### src/rtl/mod60_tracker_pkg.sv
package mod60_tracker_pkg;

    typedef enum logic [1:0] {
        FL_QUIET       = 2'd0,
        FL_FRESH       = 2'd1,
        FL_FRESH_ACKED = 2'd2,
        FL_STALE       = 2'd3
    } flag_state_t;

    function automatic logic state_live(input flag_state_t s);
        return (s == FL_FRESH) || (s == FL_FRESH_ACKED);
    endfunction

    function automatic logic state_sticky(input flag_state_t s);
        return (s == FL_FRESH) || (s == FL_STALE);
    endfunction

endpackage

### src/rtl/step_select.sv
module step_select #(
    parameter int TRIM_W = 3
) (
    input  logic [TRIM_W-1:0] trim_amt,
    output logic [TRIM_W-1:0] step
);
    localparam logic [TRIM_W-1:0] UNIT = TRIM_W'(1);

    always_comb begin
        if (trim_amt == '0) begin
            step = UNIT;
        end else begin
            step = trim_amt;
        end
    end
endmodule

### src/rtl/mod_counter.sv
module mod_counter #(
    parameter int MOD    = 60,
    parameter int TRIM_W = 3
) (
    input  logic                   clk,
    input  logic                   rst_n,
    input  logic                   adv,
    input  logic [TRIM_W-1:0]      step,
    output logic [$clog2(MOD)-1:0] value,
    output logic                   wrap
);
    localparam int VAL_W = $clog2(MOD);
    localparam int SUM_W = VAL_W + 1;
    localparam logic [SUM_W-1:0] LIMIT = SUM_W'(MOD);

    logic [SUM_W-1:0] sum;
    logic [SUM_W-1:0] reduced;
    logic [VAL_W-1:0] value_nxt;

    always_comb begin
        sum       = {1'b0, value} + SUM_W'(step);
        wrap      = adv && (sum >= LIMIT);
        reduced   = (sum >= LIMIT) ? (sum - LIMIT) : sum;
        value_nxt = adv ? reduced[VAL_W-1:0] : value;
    end

    always_ff @(posedge clk) begin
        if (!rst_n) begin
            value <= '0;
        end else begin
            value <= value_nxt;
        end
    end
endmodule

### src/rtl/field_counter.sv
module field_counter #(
    parameter int FIELD_W  = 16,
    parameter int N_FIELDS = 3,
    parameter int TRIM_W   = 3
) (
    input  logic                          clk,
    input  logic                          rst_n,
    input  logic                          adv,
    input  logic [TRIM_W-1:0]             step,
    output logic [FIELD_W*N_FIELDS-1:0]   value,
    output logic                          wrap
);
    localparam int ADD_W = FIELD_W + 1;

    logic [N_FIELDS-1:0][FIELD_W-1:0] field_q;
    logic [N_FIELDS-1:0][FIELD_W-1:0] field_sum;
    logic [N_FIELDS:0]                carry;

    assign carry[0] = 1'b0;

    for (genvar i = 0; i < N_FIELDS; i++) begin : g_field
        logic [ADD_W-1:0] addend;
        logic [ADD_W-1:0] total;
        if (i == 0) begin : g_low
            assign addend = ADD_W'(step);
        end else begin : g_high
            assign addend = ADD_W'(carry[i]);
        end
        assign total          = {1'b0, field_q[i]} + addend;
        assign field_sum[i]   = total[FIELD_W-1:0];
        assign carry[i+1]     = total[FIELD_W];

        always_ff @(posedge clk) begin
            if (!rst_n) begin
                field_q[i] <= '0;
            end else if (adv) begin
                field_q[i] <= field_sum[i];
            end
        end
    end

    assign value = field_q;
    assign wrap  = adv && carry[N_FIELDS];
endmodule

### src/rtl/roll_flag_fsm.sv
module roll_flag_fsm
    import mod60_tracker_pkg::*;
(
    input  logic clk,
    input  logic rst_n,
    input  logic adv,
    input  logic wrap,
    input  logic clr,
    output logic live,
    output logic sticky
);
    flag_state_t state_q;
    flag_state_t state_d;

    always_comb begin
        state_d = state_q;
        if (wrap) begin
            state_d = FL_FRESH;
        end else begin
            unique case (state_q)
                FL_QUIET: begin
                    state_d = FL_QUIET;
                end
                FL_FRESH: begin
                    if (adv && clr) begin
                        state_d = FL_QUIET;
                    end else if (adv) begin
                        state_d = FL_STALE;
                    end else if (clr) begin
                        state_d = FL_FRESH_ACKED;
                    end
                end
                FL_FRESH_ACKED: begin
                    if (adv) begin
                        state_d = FL_QUIET;
                    end
                end
                FL_STALE: begin
                    if (clr) begin
                        state_d = FL_QUIET;
                    end
                end
                default: state_d = FL_QUIET;
            endcase
        end
    end

    always_ff @(posedge clk) begin
        if (!rst_n) begin
            state_q <= FL_QUIET;
        end else begin
            state_q <= state_d;
        end
    end

    always_comb begin
        live   = state_live(state_q);
        sticky = state_sticky(state_q);
    end
endmodule

### src/rtl/mod60_tracker.sv
module mod60_tracker #(
    parameter int MOD      = 60,
    parameter int TRIM_W   = 3,
    parameter int FIELD_W  = 16,
    parameter int N_FIELDS = 3
) (
    input  logic                        clk,
    input  logic                        rst_n,
    input  logic                        inc_stb,
    input  logic [TRIM_W-1:0]           trim_amt,
    input  logic                        w1c_mod60,
    input  logic                        w1c_full,
    output logic [$clog2(MOD)-1:0]      cnt_mod60,
    output logic [FIELD_W*N_FIELDS-1:0] cnt_full,
    output logic                        mod60_roll_live,
    output logic                        full_roll_live,
    output logic                        mod60_wrap_irq,
    output logic                        full_wrap_irq
);
    logic [TRIM_W-1:0] step;
    logic              mod_wrap;
    logic              full_wrap;

    step_select #(.TRIM_W(TRIM_W)) u_step (
        .trim_amt (trim_amt),
        .step     (step)
    );

    mod_counter #(.MOD(MOD), .TRIM_W(TRIM_W)) u_mod (
        .clk   (clk),
        .rst_n (rst_n),
        .adv   (inc_stb),
        .step  (step),
        .value (cnt_mod60),
        .wrap  (mod_wrap)
    );

    field_counter #(.FIELD_W(FIELD_W), .N_FIELDS(N_FIELDS), .TRIM_W(TRIM_W)) u_full (
        .clk   (clk),
        .rst_n (rst_n),
        .adv   (inc_stb),
        .step  (step),
        .value (cnt_full),
        .wrap  (full_wrap)
    );

    roll_flag_fsm u_mod_flags (
        .clk    (clk),
        .rst_n  (rst_n),
        .adv    (inc_stb),
        .wrap   (mod_wrap),
        .clr    (w1c_mod60),
        .live   (mod60_roll_live),
        .sticky (mod60_wrap_irq)
    );

    roll_flag_fsm u_full_flags (
        .clk    (clk),
        .rst_n  (rst_n),
        .adv    (inc_stb),
        .wrap   (full_wrap),
        .clr    (w1c_full),
        .live   (full_roll_live),
        .sticky (full_wrap_irq)
    );
endmodule

### config.mk
export PLATFORM = sky130hd
export DESIGN_NAME = mod60_tracker
export DESIGN_NICKNAME = d
export VERILOG_FILES = /design/src/rtl/mod60_tracker_pkg.sv /design/src/rtl/step_select.sv /design/src/rtl/mod_counter.sv /design/src/rtl/field_counter.sv /design/src/rtl/roll_flag_fsm.sv /design/src/rtl/mod60_tracker.sv
export SDC_FILE = /design/constraint.sdc
export NUM_CORES = 1
export LEC_CHECK = 0
export BUFFER_PORTS_ARGS = -buffer_cell sky130_fd_sc_hd__buf_2
export CAP_MARGIN = 10
export CELL_PAD_IN_SITES_DETAIL_PLACEMENT = 0
export CELL_PAD_IN_SITES_GLOBAL_PLACEMENT = 1
export CORE_ASPECT_RATIO = 0.75
export CORE_UTILIZATION = 40
export DETAILED_ROUTE_END_ITERATION = 10
export PLACE_DENSITY = 0.76
export SLEW_MARGIN = 20
export SYNTH_ARGS = -nofsm -noshare
export SYNTH_HDL_FRONTEND = slang
export SYNTH_SLANG_ARGS = --single-unit
export TNS_END_PERCENT = 100
### constraint.sdc
create_clock -name clk -period 3.6 [get_ports clk]
set_input_delay 0.18 -clock clk [delete_from_list [all_inputs] [get_ports clk]]
set_output_delay 0.18 -clock clk [all_outputs]
set_load 0.01 [all_outputs]
Word-level counts from Yosys, hierarchy flattened:

Cells that the tools add are included.

* add/sub/neg operators: 5
* multiply operators: 0
* div/mod/pow operators: 0
* $lt $le $gt $ge: 1
* eq/ne operators: 18
* shift-type cells: 0
* mux-type cells: 15
* bitwise logic cells: 1
* reduce and logical (&&, ||, !) cells: 17

Operators with widths (count)
* $add 16x1->17: 2
* $mux 2: 9
* $add 16x3->17: 1
* $pmux 2 s4: 2
* $ne 3x3->1 const B: 4
* $reduce_and 3->1: 4
* $ne 5x4->1 const B: 2
* $eq 2x2->1 const B: 4
* $ne 2x2->1 const B: 4
* $ne 4x3->1 const B: 2
* $add 6x3->7: 1
* $ge 7x6->1 const B: 1
* $mux 6: 1
* $sub 6x6->6 const B: 1
* $eq 2x1->1 const B: 2
* $logic_and 1x1->1: 4
* $logic_not 2->1: 2
* $logic_or 1x1->1: 4
* $reduce_or 2->1: 2
* $logic_not 3->1: 1
* $mux 3: 1
* $mux 1: 2
* $not 1->1: 1

* bits in registers: 58
* bits in latches: 0
* RAM bits: 0
* memory bits (read-only): 0
* input bits: 8
* output and inout port bits: 58
* memories kept: 0

Depth between registers and ports, before layout:

Gate-level depths: netlist of run 1.

* depth after elaboration: 8
* depth in mapped cells: 17
* depth with buffers taken out: 17

By module:

From an unflattened synthesis of run 1, not the netlist that was laid out.

* cell total of the unflattened synthesis: 387
* area total of the unflattened synthesis: 3304.4 sq um

Modules (own cells, without submodules)
* field_counter: times used 1, cells each 259, area each 2238.4 sq um, seq. area each 960.9 sq um
* mod_counter: times used 1, cells each 83, area each 693.2 sq um, seq. area each 120.1 sq um
* roll_flag_fsm: times used 2, cells each 21, area each 178.9 sq um, seq. area each 40.0 sq um
* step_select: times used 1, cells each 3, area each 15.0 sq um, seq. area each 0.0 sq um

Least setup slack after synthesis of run 1:

OpenSTA, ideal clock, no wires.

* path kind: reg-to-reg
* start point: register u_full.field_q (netlist bit u_full.value[0])
* end point: register u_full_flags.state_q[0]
* setup time: 0.071 ns
* data arrival time: 3.130 ns
* slack: 0.400 ns
* cell stages (with the launch flop): 17
* buffers on the path: 0
* period minus slack after synthesis: 3.200 ns
* path through: dfxtp_1 ha_1 fa_1 a21oi_1 nor4b_1 ha_1 ha_1 nand2_1 nor4_1 ha_1 ha_1 nand4_1 nor2_1 and2_1 nor3b_1 o22ai_1 a21oi_1

* word-level cells in the longest chain between the ends: 6
* elaborated cells between the ends (all ways): 9
* classes of those cells: 3 x add/sub; 3 x eq/ne; 1 x mux; 2 x reduce/logical

RTL lines
* start: declaration: RTL line field_counter.sv:15 `logic [N_FIELDS-1:0][FIELD_W-1:0] field_q;`
* start signal: indexed assignment: RTL line field_counter.sv:37 `field_q[i] <= field_sum[i];`
* $add 16x3->17 *: RTL line field_counter.sv:29 `assign total = {1'b0, field_q[i]} + addend;`
* $add 16x1->17 * (2 in a row): RTL line field_counter.sv:29
* $logic_and 1x1->1 *: RTL line field_counter.sv:43 `assign wrap = adv && carry[N_FIELDS];`
* $ne 5x4->1 (no source line) / $ne 3x3->1 (equally long branches)
* $reduce_and 3->1 (no source line)
* end signal: assignment: RTL line roll_flag_fsm.sv:52 `state_q <= state_d;`
* end: declaration: RTL line roll_flag_fsm.sv:12 `flag_state_t state_q;`

Every way passes the cells marked *; elsewhere a longest branch is shown, timed or not.
A chain may end at the register's enable or synchronous reset.

Worst setup path after layout of run 1:

Ends and elaborated chain as after synthesis.

==> results of run 1 <==
## placed cells by master (no fill, tap or decap), drive strengths merged, types with 2 or more instances in the layout
cell type,synthesis,final
a211oi,2,2
a21oi,16,16
a31oi,3,3
and2,4,4
and3,8,8
and4,2,2
buf,3,71
clkbuf,8,14
clkinv,2,4
dfxtp,58,58
fa,2,2
ha,17,17
inv,14,14
mux2i,7,7
nand2,26,26
nand2b,2,2
nand3,16,16
nand3b,2,2
nand4,13,13
nor2,58,58
nor2b,2,2
nor3,9,9
nor3b,2,2
nor4,3,3
nor4b,3,3
o211ai,3,3
o21a,2,2
o21ai,10,10
or2,2,2
or3,4,4
xnor2,15,15
xor2,26,26
## stage by stage
stage                     util (%)  worst slack (ps)
after floorplan                  -               400
after global placement        49.0               113
after detailed placement      49.0             -67.4
after CTS                     51.6              51.0
after global routing          51.9             -8.19
final                         51.9               319
## path summary, 6_finish.rpt
check / start / depth (start not counted) / endpoint / slack [ps]
worst max register to register: u_full.value[0] / 16 / u_full_flags.state_q[0] / 320
worst min register to register: u_full.value[22] / 2 / u_full.value[22] / 510
worst max-delay path: u_full.value[0] / 16 / u_full_flags.state_q[0] / 320
worst min-delay path: rst_n / 2 / u_mod_flags.state_q[0] / 180
## state kept, by name, indices dropped and copies added (netlist names)
register and count:
u_mod.value 6, u_full.value 48, u_mod_flags.state_q 2, u_full_flags.state_q 2
## kinds of logic after synthesis
logic type / after synthesis / synth area share, %
adder cells (fa/ha/maj): 19 / 8.44
AO/OA/AOI/OAI: 44 / 9.20
flip-flops: 58 / 38.8
AND/OR/NAND/NOR: 157 / 25.8
multiplexers: 7 / 2.34
XOR/XNOR: 41 / 12.0
buffers and inverters: 27 / 3.39
## layout make-up
class	instances	area, sq um
Inverter	16	60.1
Sequential cell	58	1160
Clock inverter	2	10.0
Fill cell	735	3380
Multi-Input combinational cell	268	1750
Tap cell	98	123
Timing Repair Buffer	71	370
Clock buffer	14	173
## worst max-delay path, delay by kind of cell (launching register included)
| family | cells | cell delay (ps) |
|---|---|---|
| DFF | 1 | 370 |
| and+or+nand+nor | 7 | 1170 |
| adders and majority gates | 6 | 1280 |
| AOI/OAI and AO/OA | 3 | 360 |
## report_power, final
| group | internal (mW) | switching, mW |
|---|---|---|
| clock | 0.304 | 0.245 |
| combinational | 0.0652 | 0.0875 |
| sequential | 0.657 | 0.0308 |
| total | 1.03 | 0.363 |
## per-layer routing
metal	track usage (%)	part of all wire, %
met1	23.3	49
met2	28.9	43
met3	8.57	7.4
met4	4.29	0.75
met5	0	0
==> results.cfg, run 1 <==
[run_status]
status = complete, no violations

[global_route]
antenna_found_initial = 0
grt_pass1_wl_um = 11300
grt_pass1_vias = 2421
grt_overflow = 0
grt_max_degree = 33
grt_use_total_pct = 18.6

[timing]
fin_worst_skew_ps = 4.57
worst_hold_slack_ps = 183
finalSetupViolations = 0
slew_violations = 0
tightest_slew_ps = 742
hold_viol_final = 0
max_freq_ghz = 0.305
relSlewSlack_pct = 50.2
finalCritPeriodShare_pct = 91.1
tns_ps = 0
period_needed_ps = 3280

[critical_path]
crit_path_start_kind = flip-flop
cp.arrival_ps = 3530
path_cells = ha_1, fa_1, a21oi_1, nor4b_2, ha_2, ha_1, nand2_1, nor4_2, ha_2, ha_1, nand4_1, nor2_1, and2_1, nor3b_2, o22ai_1, a21oi_1
worst-path-max-fanout = 3
cp_slowest_cell = dfxtp_1
crit_top_cell = ha_1
cp.required_ps = 3850
cpPeakStageDelay_ps = 370
crit_type = reg -> reg
cp-end-kind = flip-flop

[detailed_routing]
first_iter_violations = 88
vias = 2624
drc = 0
antenna_left = 0
wl_per_cell_um = 12.7
wl_um = 6700
firstDrtPassIters = 5
vias_per_cell = 4.98

[logic_synthesis]
synthArstFlopShare_pct = 0
yosysWarnings = 0
yosysTopAreaCell = dfxtp_1
synth-seq-cells = 58
synth_ff_type = dfxtp_1
syn_area_sq_um = 2990
synth.area.top_cells = dfxtp_1, xor2_1, nor2_1
synth_edf_count = 0
synth_common_cells = dfxtp_1, nor2_1, nand2_1, xor2_1, ha_1
synth_seq_area_share_pct = 38.8
avgSynthCellArea_sq_um = 8.48
netlist_instances = 353
ys_types = 42
synth_top_cell_area_share_pct = 38.8
syn_nets = 380

[clock_tree]
insertion_delay_ps = 330
cts_root_buf = clkbuf_8
h-tree-depth = 3
cts_setup_buffers = 0
cts_hold_buf = 0
cts_buffers = 9
clock_sinks = 58
cts_tree = yes
ctsResizeCount = 0
cts.path.max_buffers = 2
clk_pin_slew_ps = 60

[power]
power_density_nw_per_um2 = 381
vdd_drop_max_mv = 0.223
p_total_mw = 1.39
p_leak_nw = 1.60

[place]
dp_hpwl_um = 4860
io_buffers = 65
placed_area_sq_um = 3440
placed_cells = 511
gp_congestion = 0.782

[floorplan]
die_h_um = 76.9
start_util_pct = 42.6
die_x_um = 102
io_pins = 66
fp-row-count = 26
coreArea_sq_um = 7030
die_area_sq_um = 7840

[finish]
nets = 451
drive_gt1_share_pct = 22.6
final_area_sq_um = 3650
n_antenna_cell = 0
stdcell_count = 527
area_growth_pct = 21.9

[run]
cap_violations = 0

[hold_path]
hold_path_class = in -> reg
Note: power is estimated with default switching activity, not from simulation.
==> run 2: changes to the inputs <==
--- a/config.mk
+++ b/config.mk
@@ -6,13 +6,10 @@
 export NUM_CORES = 1
 export LEC_CHECK = 0
 export BUFFER_PORTS_ARGS = -buffer_cell sky130_fd_sc_hd__buf_2
-export CAP_MARGIN = 10
-export CELL_PAD_IN_SITES_DETAIL_PLACEMENT = 0
-export CELL_PAD_IN_SITES_GLOBAL_PLACEMENT = 1
 export CORE_ASPECT_RATIO = 0.75
-export CORE_UTILIZATION = 40
+export CORE_UTILIZATION = 50
 export DETAILED_ROUTE_END_ITERATION = 10
-export PLACE_DENSITY = 0.76
+export PLACE_DENSITY = 0.71
 export SLEW_MARGIN = 20
 export SYNTH_ARGS = -nofsm -noshare
 export SYNTH_HDL_FRONTEND = slang
==> results.cfg, run 2 (synthesis results as in run 1) <==
[finish]
reg_top3 = u_full.value: 48 flops, u_mod.value: 6 flops
drive_gt1_share_pct = 22.8
area_growth_pct = 22.3
final_common_cell = buf_2
nets = 451
stdcell_count = 507
final_cell_mix = buf_2, nor2_1, dfxtp_1
n_antenna_cell = 0
final_area_sq_um = 3660
largest_reg_flops = 48
nFillCells = 512
largest_register = u_full.value

[floorplan]
die_area_sq_um = 6300
io_pins = 66
start_util_pct = 51.6
fp-row-count = 24
coreArea_sq_um = 5800
die_x_um = 91.3
die_h_um = 69

[hold_path]
min_from = rst_n
min_to = u_mod_flags.state_q[0]
min_path_cells = 2
hold_path_class = in -> reg

[power]
power_switching_uw = 372
power_density_nw_per_um2 = 410
internal_power_mw = 1.13
p_seq_share_pct = 45.8
combPwrFrac_pct = 10.1
p_leak_nw = 1.61
p_total_mw = 1.50
vdd_drop_max_mv = 0.307
switching_share_pct = 24.8
clkPwrFrac_pct = 44.1

[critical_path]
worst_r2r_endpoint = u_full_flags.state_q[0]
path_cells = ha_1, fa_1, a21oi_1, nor4b_2, ha_2, ha_1, nand2_1, nor4_2, ha_2, ha_1, nand4_1, nor2_1, and2_1, nor3b_2, o22ai_1, a21oi_1
r2r_start = u_full.value[0]
cp_slowest_cell = dfxtp_1
cp.arrival_ps = 3530
cp-end-kind = flip-flop
cp.required_ps = 3860
cpPeakStageDelay_ps = 350
crit_type = reg -> reg
ff2ff_setup_slack_ps = 330
crit_path_start_kind = flip-flop
crit_top_cell = ha_1
worst-path-max-fanout = 3
reg2reg_depth = 16

[detailed_routing]
wl_per_cell_um = 12.9
first_iter_violations = 137
vias = 2637
wl_um = 6550
drc = 0
vias_per_cell = 5.20
antenna_left = 0
firstDrtPassIters = 4

[global_route]
grt_pass1_wl_um = 11200
grt_use_total_pct = 22.3
grt_overflow = 0
grt_max_degree = 33
grt_pass1_vias = 2437
antenna_found_initial = 0

[clock_tree]
cts_root_buf = clkbuf_8
insertion_delay_ps = 340
clock_sinks = 58
cts_tree = yes
cts_buffers = 9
h-tree-depth = 3
cts.path.max_buffers = 2
clk_pin_slew_ps = 60

[timing]
layout_setup_ws_ps = 330
finalCritPeriodShare_pct = 90.8
finalSetupViolations = 0
slew_violations = 0
hold_viol_final = 0
tightest_slew_ps = 608
fin_worst_skew_ps = 7.24
relSlewSlack_pct = 59.2
max_freq_ghz = 0.306
period_needed_ps = 3270

[place]
placed_cells = 491
gp_congestion = 0.810
dp_hpwl_um = 4660
io_buffers = 65
dp_slack_ps = -110
placed_area_sq_um = 3420

[run]
cap_violations = 0

[run_status]
status = complete, no violations
-- run 2: cell types whose count changed in the layout (fill, tap and decap cells not counted), sizes merged --
cell | previous run | this run
clkinvlp | 0 | 1
bufinv | 0 | 2
clkbuf | 14 | 11
-- run 2: worst max-delay path by stage --
stage,startpoint,endpoint,depth (start not counted)
global placement,trim_amt[2],u_full_flags.state_q[0],18
detailed placement,trim_amt[2],u_full_flags.state_q[0],18
floorplan,u_full.value[0],u_full_flags.state_q[0],16
CTS,u_full.value[0],u_full_flags.state_q[0],16
global route,u_full.value[0],u_full_flags.state_q[0],16
finish,u_full.value[0],u_full_flags.state_q[0],16
-- run 2: metal layers --
metal / track usage, % / wire length, um / up-vias
li1: - / - / 1356
met5: 0 / 0 / -
met3: 6.73 / 316 / 10
met1: 29.0 / 3260 / 1213
met2: 35.2 / 2890 / 58
met4: 7.41 / 85 / 0
-- run 2: through the flow --
stage	hold slack, ps	utilization [%]	TNS (ps)
2_1_floorplan	368	-	0
3_3_place_gp	483	59.0	0
3_5_place_dp	497	59.0	-136
4_1_cts	168	62.8	0
6_report	178	63.2	0
5_1_grt	184	63.2	-37.8
-- run 2: cell type report --
| type | count | area, sq um | share of cell area (%) |
|---|---|---|---|
| multi-input cells | 268 | 1750 | 47.9 |
| flip-flops and latches | 58 | 1160 | 31.7 |
| repair buffers | 71 | 370 | 10.1 |
| clock buffers | 11 | 141 | 3.86 |
| well taps | 78 | 97.6 | 2.67 |
| clock inverters | 5 | 77.6 | 2.12 |
| inverters | 16 | 60.1 | 1.64 |
-- run 2: power groups by stage --
stage / Combinational [mW] / Sequential (mW) / Clock (mW)
floorplan: 0.115 / 0.691 / 0
global placement: 0.149 / 0.699 / 0
detailed placement: 0.152 / 0.700 / 0
CTS: 0.153 / 0.686 / 0.676
global route: 0.172 / 0.690 / 0.705
finish: 0.152 / 0.687 / 0.661
-- run 2: critical path, delay by kind of cell (launching register included) --
kind            cells  cell delay (ps)
fa+ha+maj           6             1270
simple gates        7             1190
flops               1              350
compound gates      3              370
-- run 2: what timing repair did --
item | in CTS | in global routing
endpoints found under the setup margin | 0 | 10
hold buffers | 0 | 0
resized for setup | 0 | 5
setup buffers | 0 | 0
